## src/rtl/core16_pkg.sv

```systemverilog
package core16_pkg;
  localparam int XLEN    = 16;
  localparam int OPC_W   = 4;
  localparam int RIDX_W  = 3;
  localparam int NREGS   = 1 << RIDX_W;
  localparam int IMM_W   = 8;
  localparam int OFF_W   = 6;
  localparam int JADDR_W = 12;
  localparam int OPC_LSB = XLEN - OPC_W;
  localparam int RS_LSB  = OPC_LSB - RIDX_W;
  localparam int RA_LSB  = RS_LSB - RIDX_W;
  localparam int RB_LSB  = RA_LSB - RIDX_W;

  typedef enum logic [OPC_W-1:0] {
    OP_NOP   = 4'd0,
    OP_ADD   = 4'd1,
    OP_MOVL  = 4'd2,
    OP_MOVH  = 4'd3,
    OP_LOAD  = 4'd4,
    OP_STORE = 4'd5,
    OP_JMP   = 4'd6,
    OP_JREG  = 4'd7,
    OP_BEQ   = 4'd8,
    OP_TRAP  = 4'd9
  } opcode_e;

  typedef enum logic [1:0] {
    WB_SUM    = 2'd0,
    WB_LOBYTE = 2'd1,
    WB_HIBYTE = 2'd2,
    WB_MEM    = 2'd3
  } wbSel_e;

  typedef struct packed {
    logic   irLoad;
    logic   opLatch;
    logic   regWr;
    wbSel_e wbSel;
    logic   pcLoad;
  } ctrlStrobe_t;
endpackage

```

## src/rtl/core16_datapath.sv

```systemverilog
module core16_datapath
  import core16_pkg::*;
(
  input  logic            clk,
  input  logic            rstN,
  input  ctrlStrobe_t     ctrl,
  input  logic [XLEN-1:0] progLen,
  input  logic [XLEN-1:0] iData,
  input  logic [XLEN-1:0] dRdData,
  output logic [XLEN-1:0] iAddr,
  output logic [XLEN-1:0] dAddr,
  output logic [XLEN-1:0] dWrData,
  output opcode_e         opcode,
  output logic            atEnd,
  output logic            targetOob,
  output logic            opsEqual,
  output logic [RIDX_W-1:0] trapIdx,
  output logic [IMM_W-1:0]  trapImm
);
  logic [XLEN-1:0] pcQ, irQ, aQ, bQ, cQ, addrQ;
  logic [XLEN-1:0] rf [NREGS];
  logic [RIDX_W-1:0] rsIdx, raIdx, rbIdx;
  logic [IMM_W-1:0]  immF;
  logic [XLEN-1:0]   offExt, immExt, target, wbData, halfLen, baseSel;

  // instruction field split
  assign rsIdx  = irQ[RS_LSB +: RIDX_W];
  assign raIdx  = irQ[RA_LSB +: RIDX_W];
  assign rbIdx  = irQ[RB_LSB +: RIDX_W];
  assign immF   = irQ[IMM_W-1:0];
  assign offExt = {{(XLEN-OFF_W){irQ[OFF_W-1]}}, irQ[OFF_W-1:0]};
  assign immExt = {{(XLEN-IMM_W){1'b0}}, immF};
  assign opcode = opcode_e'(irQ[OPC_LSB +: OPC_W]);

  assign halfLen = progLen >> 1;
  assign iAddr   = pcQ << 1;
  assign dAddr   = addrQ;
  assign dWrData = bQ;
  assign trapIdx = rsIdx;
  assign trapImm = immF;

  // end-of-program test uses the not yet incremented counter
  assign atEnd = ({1'b0, pcQ} + {{XLEN{1'b0}}, 1'b1}) >= {1'b0, halfLen};

  always_comb begin
    case (opcode)
      OP_JMP:  target = {{(XLEN-JADDR_W){1'b0}}, irQ[JADDR_W-1:0]};
      OP_JREG: target = aQ + immExt;
      default: target = pcQ + offExt;
    endcase
  end

  assign targetOob = target > halfLen;
  assign opsEqual  = (aQ == bQ);

  always_comb begin
    case (ctrl.wbSel)
      WB_SUM:    wbData = bQ + cQ;
      WB_LOBYTE: wbData = {aQ[XLEN-1:IMM_W], immF};
      WB_HIBYTE: wbData = {immF, aQ[XLEN-IMM_W-1:0]};
      default:   wbData = dRdData;
    endcase
  end

  // store uses rs as base, load uses ra as base
  assign baseSel = (opcode == OP_STORE) ? rf[rsIdx] : rf[raIdx];

  always_ff @(posedge clk or negedge rstN) begin
    if (!rstN) begin
      pcQ   <= '0;
      irQ   <= '0;
      aQ    <= '0;
      bQ    <= '0;
      cQ    <= '0;
      addrQ <= '0;
    end else begin
      if (ctrl.irLoad) begin
        irQ <= iData;
        pcQ <= pcQ + XLEN'(1);
      end else if (ctrl.pcLoad) begin
        pcQ <= target;
      end
      if (ctrl.opLatch) begin
        aQ    <= rf[rsIdx];
        bQ    <= rf[raIdx];
        cQ    <= rf[rbIdx];
        addrQ <= baseSel + offExt;
      end
    end
  end

  always_ff @(posedge clk or negedge rstN) begin
    if (!rstN) begin
      for (int i = 0; i < NREGS; i++) rf[i] <= '0;
    end else if (ctrl.regWr) begin
      rf[rsIdx] <= wbData;
    end
  end


  fetch_inc_chk: assert property (@(posedge clk) disable iff (!rstN)
    ctrl.irLoad |=> pcQ == $past(pcQ) + XLEN'(1));


  lobyte_keep_chk: assert property (@(posedge clk) disable iff (!rstN)
    (ctrl.regWr && ctrl.wbSel == WB_LOBYTE) |=>
      rf[rsIdx][XLEN-1:IMM_W] == $past(rf[rsIdx][XLEN-1:IMM_W]));


  oob_nojump_chk: assert property (@(posedge clk) disable iff (!rstN)
    ctrl.pcLoad |-> !targetOob);
endmodule

```

## src/rtl/core16_control.sv

```systemverilog
module core16_control
  import core16_pkg::*;
(
  input  logic        clk,
  input  logic        rstN,
  input  opcode_e     opcode,
  input  logic        atEnd,
  input  logic        targetOob,
  input  logic        opsEqual,
  input  logic        dValid,
  input  logic        trapDone,
  output ctrlStrobe_t ctrl,
  output logic        dRead,
  output logic        dWrite,
  output logic        trapReq,
  output logic        halted
);
  typedef enum logic [2:0] {
    S_FETCH, S_DECODE, S_EXEC, S_LOADWAIT, S_TRAPWAIT, S_HALT
  } state_e;

  state_e stateQ, nextState;
  logic   haltQ, haltSet;

  assign halted = haltQ;

  always_comb begin
    ctrl      = '0;
    nextState = stateQ;
    haltSet   = 1'b0;
    dRead     = 1'b0;
    dWrite    = 1'b0;
    trapReq   = 1'b0;
    case (stateQ)
      S_FETCH: begin
        ctrl.irLoad = 1'b1;
        haltSet     = atEnd;
        nextState   = S_DECODE;
      end
      S_DECODE: begin
        ctrl.opLatch = 1'b1;
        nextState    = S_EXEC;
      end
      S_EXEC: begin
        nextState = S_FETCH;
        case (opcode)
          OP_NOP: ;
          OP_ADD: begin
            ctrl.regWr = 1'b1;
            ctrl.wbSel = WB_SUM;
          end
          OP_MOVL: begin
            ctrl.regWr = 1'b1;
            ctrl.wbSel = WB_LOBYTE;
          end
          OP_MOVH: begin
            ctrl.regWr = 1'b1;
            ctrl.wbSel = WB_HIBYTE;
          end
          OP_LOAD:  nextState = S_LOADWAIT;
          OP_STORE: dWrite = 1'b1;
          OP_JMP, OP_JREG: begin
            if (targetOob) haltSet = 1'b1;
            else           ctrl.pcLoad = 1'b1;
          end
          OP_BEQ: begin
            if (opsEqual) begin
              if (targetOob) haltSet = 1'b1;
              else           ctrl.pcLoad = 1'b1;
            end
          end
          OP_TRAP: begin
            trapReq   = 1'b1;
            nextState = S_TRAPWAIT;
          end
          default: haltSet = 1'b1;
        endcase
        if (nextState == S_FETCH && (haltQ || haltSet)) nextState = S_HALT;
      end
      S_LOADWAIT: begin
        dRead = 1'b1;
        if (dValid) begin
          ctrl.regWr = 1'b1;
          ctrl.wbSel = WB_MEM;
          nextState  = haltQ ? S_HALT : S_FETCH;
        end
      end
      S_TRAPWAIT: begin
        if (trapDone) nextState = haltQ ? S_HALT : S_FETCH;
      end
      S_HALT: ;
      default: nextState = S_HALT;
    endcase
  end

  always_ff @(posedge clk or negedge rstN) begin
    if (!rstN) begin
      stateQ <= S_FETCH;
      haltQ  <= 1'b0;
    end else begin
      stateQ <= nextState;
      haltQ  <= haltQ | haltSet;
    end
  end


  halt_sticky_chk: assert property (@(posedge clk) disable iff (!rstN)
    haltQ |=> haltQ);


  trap_pulse_chk: assert property (@(posedge clk) disable iff (!rstN)
    trapReq |=> !trapReq);
endmodule

```

## src/rtl/core16.sv

```systemverilog
module core16
  import core16_pkg::*;
(
  input  logic        clk,
  input  logic        rstN,
  input  logic [15:0] progLen,
  output logic [15:0] iAddr,
  input  logic [15:0] iData,
  output logic [15:0] dAddr,
  output logic [15:0] dWrData,
  input  logic [15:0] dRdData,
  output logic        dRead,
  output logic        dWrite,
  input  logic        dValid,
  output logic        trapReq,
  output logic [2:0]  trapIdx,
  output logic [7:0]  trapImm,
  input  logic        trapDone,
  output logic        halted
);
  ctrlStrobe_t ctrl;
  opcode_e     opcode;
  logic        atEnd, targetOob, opsEqual;

  core16_datapath uDp (
    .clk       (clk),
    .rstN      (rstN),
    .ctrl      (ctrl),
    .progLen   (progLen),
    .iData     (iData),
    .dRdData   (dRdData),
    .iAddr     (iAddr),
    .dAddr     (dAddr),
    .dWrData   (dWrData),
    .opcode    (opcode),
    .atEnd     (atEnd),
    .targetOob (targetOob),
    .opsEqual  (opsEqual),
    .trapIdx   (trapIdx),
    .trapImm   (trapImm)
  );

  core16_control uCtl (
    .clk       (clk),
    .rstN      (rstN),
    .opcode    (opcode),
    .atEnd     (atEnd),
    .targetOob (targetOob),
    .opsEqual  (opsEqual),
    .dValid    (dValid),
    .trapDone  (trapDone),
    .ctrl      (ctrl),
    .dRead     (dRead),
    .dWrite    (dWrite),
    .trapReq   (trapReq),
    .halted    (halted)
  );


  load_hold_chk: assert property (@(posedge clk) disable iff (!rstN)
    (dRead && !dValid) |=> dRead && $stable(dAddr));


  mem_excl_chk: assert property (@(posedge clk) disable iff (!rstN)
    !(dRead && dWrite));
endmodule

```

## config.mk

```make
export PLATFORM = sky130hd
export DESIGN_NAME = core16
export DESIGN_NICKNAME = d
export VERILOG_FILES = /design/src/rtl/core16_pkg.sv /design/src/rtl/core16_datapath.sv /design/src/rtl/core16_control.sv /design/src/rtl/core16.sv
export SDC_FILE = /design/constraint.sdc
export NUM_CORES = 1
export LEC_CHECK = 0
export BUFFER_PORTS_ARGS = -buffer_cell sky130_fd_sc_hd__buf_2
export CAP_MARGIN = 20
export CORE_MARGIN = 4
export CORE_UTILIZATION = 62
export DETAILED_ROUTE_END_ITERATION = 16
export GPL_TIMING_DRIVEN = 0
export PLACE_DENSITY_LB_ADDON = 0.15
export SLEW_MARGIN = 20
export SYNTH_ARGS = -nofsm -noshare
export SYNTH_HDL_FRONTEND = slang
export SYNTH_SLANG_ARGS = --single-unit
```

## constraint.sdc

```tcl
create_clock -name clk -period 5.64 [get_ports clk]
set_input_delay 1.128 -clock clk [delete_from_list [all_inputs] [get_ports clk]]
set_output_delay 1.128 -clock clk [all_outputs]
set_load 0.005 [all_outputs]
```

==> metrics.yaml <==
status: "completed"
nets: 2079
min_path_type: "flop to flop"
required_ps: 6070
antenna_found_initial: 1
ant_nets: 0
max_freq_ghz: 0.1840
cts_tree: "built"
grt_max_degree: 88
io_buffers: 112
ys_ff_latch: 228
synth_mux_area_share_pct: 13.12
synth_adder_area_share_pct: 7.041
yosysTopAreaCell: "dfrtp_1"
clock_latency_ps: 580
drt_iter0_markers: 2188
synth_cell_types: 74
hpwl_um: 42950
die-area_um2: 28550
min_period_over_period_pct: 96.34
place_congestion: 1.012
synth-compound-area-share_pct: 18.37
synth-simple-area-share_pct: 17.70
fill_cells: 2029
slew_violations: 0
num_vias: 15480
hold_viol: 0
critPathSlowestCell: "clkbuf_1"
pin_count: 115
tightest_slew_ps: 1067
intPower_mw: 4.843
cts_inserted_buffers: 26
crit_top_cell: "clkbuf_1"
start_kind: "flop"
coreArea_um2: 25330
synth_edf_count: 0
setup_viol_count_final: 0
drc: 0
tns_ps: 0
drive_gt1_share_pct: 16.09
worst_setup_path_end_kind: "flop"
clk_pin_slew_ps: 60
die-height_um: 169.0
worstRegToRegCells: 19
synth.avg_cell_area_um2: 8.954
critPathMaxFanout: 10
arrival_ps: 5860
clock-sinks: 228
synth_top_family_by_area: "compound AO/OA/AOI/OAI gates"
path_cells: "clkbuf_1 -> and3_1 -> clkbuf_1 -> clkbuf_1 -> a22oi_1 -> nand4_1 -> nor2_1 -> a21oi_1 -> ha_1 -> inv_1 -> fa_1 -> nor2b_1 -> o21ai_0 -> a21boi_0 -> o21ai_0 -> o21bai_1 -> a21oi_1 -> xnor2_1 -> mux2_2"
fp.dieW_um: 169.0
synthArstFlopShare_pct: 100.0
crit_path_max_incr_delay_ps: 610
synth-seq-area-share_pct: 35.52
switching_share_pct: 48.03
cts_max_level: 1
ys_warn_count: 0
drt-total-wl_um: 56820
cts_root_buffer: "clkbuf_16"
drt_pass1_iterations: 8
synth_most_common_cell: "nand2_1"
irDropWorstVdd_mv: 0.3321
final_area_um2: 18000
whs_path_depth: 2
clock_skew_ps: 34.96
post_dp_cell_area_um2: 17150
ys.flop_type: "dfrtp_1"
critPathKind: "flop to flop"
leakage_nw: 8.349
cts_buffer_depth: 3
p_switching_mw: 4.476
fin_util_pct: 71.07
grtUsageTotal_pct: 39.51
synth-xor-area-share_pct: 3.598
cts_hold_buf: 0
syn_nets: 1934
combinationalPowerShare_pct: 55.3
slew_headroom_pct: 28.86
grt_pass1_wl_um: 87400
overflow: 0
grt_setup_unrepaired: "yes"
vias_per_cell: 6.764
yosys.area.top_type_share_pct: 35.52
wl_per_cell_um: 24.82
postSynthCellCount: 1794
layout-area-overhead-vs-synth_pct: 12.04
clockPowerShare_pct: 17.6
core.rowCount: 58
syn_area_um2: 16060
seqPwrFrac_pct: 27.0
grt_pass1_vias: 14860
synth_commonest_cells: "nand2_1, dfrtp_1, o21ai_0, nor2_1, a21oi_1"
powerDensity_nw_per_um2: 517.7
start_util_pct: 63.43
period_needed_ps: 5434
cap_violations: 0
ys_top_cells_by_area: "dfrtp_1, mux4_2, nand2_1"
-- logic make-up (layout without fill, tap and decap cells) --
group,after synthesis,count (layout)
AND/OR/NAND/NOR,641,641
other,1,2
flip-flops,228,228
XOR/XNOR,66,66
AO/OA/AOI/OAI,475,475
adder cells (fa/ha/maj),88,88
multiplexers,128,128
buffers and inverters,167,331
-- flip-flops by register name, indices dropped and copies added (netlist names) --
| register | count |
|---|---|
| uDp.rf | 128 |
| uDp.aQ | 16 |
| uDp.cQ | 16 |
| uDp.dAddr | 16 |
| uDp.dWrData | 16 |
| uDp.irQ | 16 |
| uDp.pcQ | 16 |
| uCtl.stateQ | 3 |
| uCtl.halted | 1 |
-- layout by cell type (no fill, tap or decap), types with 43 or more instances in the layout --
| cell | n |
|---|---|
| a21oi_1 | 87 |
| o21ai_0 | 185 |
| dfrtp_1 | 227 |
| buf_2 | 120 |
| clkbuf_1 | 82 |
| ha_1 | 84 |
| mux4_2 | 64 |
| a22oi_1 | 67 |
| nand2_1 | 344 |
| mux2i_1 | 43 |
| nor2_1 | 108 |
-- metal layers --
metal	up-vias	GRT usage, %	wire length, um
met4	0	20.01	3446
met1	7413	51.21	21210
met2	1038	62.36	25510
li1	6785	-	-
met3	247	9.388	6660
met5	-	0	0
-- power groups by stage --
| stage | logic (mW) | registers (mW) | clock network [mW] |
|---|---|---|---|
| floorplan | 3.42 | 2.32 | 0 |
| global placement | 4.86 | 2.50 | 0 |
| detailed placement | 4.98 | 2.51 | 0 |
| CTS | 5.01 | 2.48 | 1.65 |
| global route | 5.59 | 2.55 | 1.72 |
| finish | 5.16 | 2.52 | 1.64 |
-- repair_timing --
item / CTS / global route
buffers inserted: 0 / 0
gates resized for setup: 1 / 16
hold endpoints to repair: 0 / 0
endpoints found under the setup margin: 9 / 18
-- metrics by stage --
stage          hold slack (ps)  total power [mW]  worst slack [ps]  instances
6_report                 471.2             9.319             206.4       2289
5_1_grt                  505.8             9.853            -20.45       2289
4_1_cts                  472.3             9.137             61.55       2288
3_5_place_dp             459.5             7.488            -80.92       2241
3_3_place_gp             457.3             7.361            -495.9       2236
2_1_floorplan            453.8             5.741              1081       1794
-- final cells by class --
class	instances	area, um^2	area share, %
multi-input cells	1399	9656	53.65
flip-flops and latches	228	5709	31.72
inverters	34	127.6	0.7091
diodes	1	2.502	0.01390
plain buffers	133	624.3	3.469
well taps	330	412.9	2.294
clock inverters	12	93.84	0.5214
repair buffers	117	648.1	3.601
clock buffers	35	724.4	4.025
-- worst max-delay path, delay by kind of cell, from the launching register on --
family | cells | cell delay [ps]
buffers and inverters | 4 | 1690
AOI/OAI and AO/OA | 7 | 1470
and+or+nand+nor | 4 | 690
adders and majority gates | 2 | 690
DFF | 1 | 350
muxes | 1 | 260
xor gates and xnor gates | 1 | 130
-- path summary, 6_finish.rpt --
path / startpoint / end / slack (ps)
min in group asynchronous: rstN / uDp.pcQ[12] / 500
worst min register to register: uDp.dAddr[7] / uDp.dAddr[7] / 470
max in group asynchronous: rstN / uDp.rf[43] / 4310
worst max register to register: uDp.irQ[11] / uDp.dAddr[10] / 210
worst max-delay path: uDp.irQ[11] / uDp.dAddr[10] / 210
worst min-delay path: uDp.dAddr[7] / uDp.dAddr[7] / 470
(Power assumes the default switching activity.)
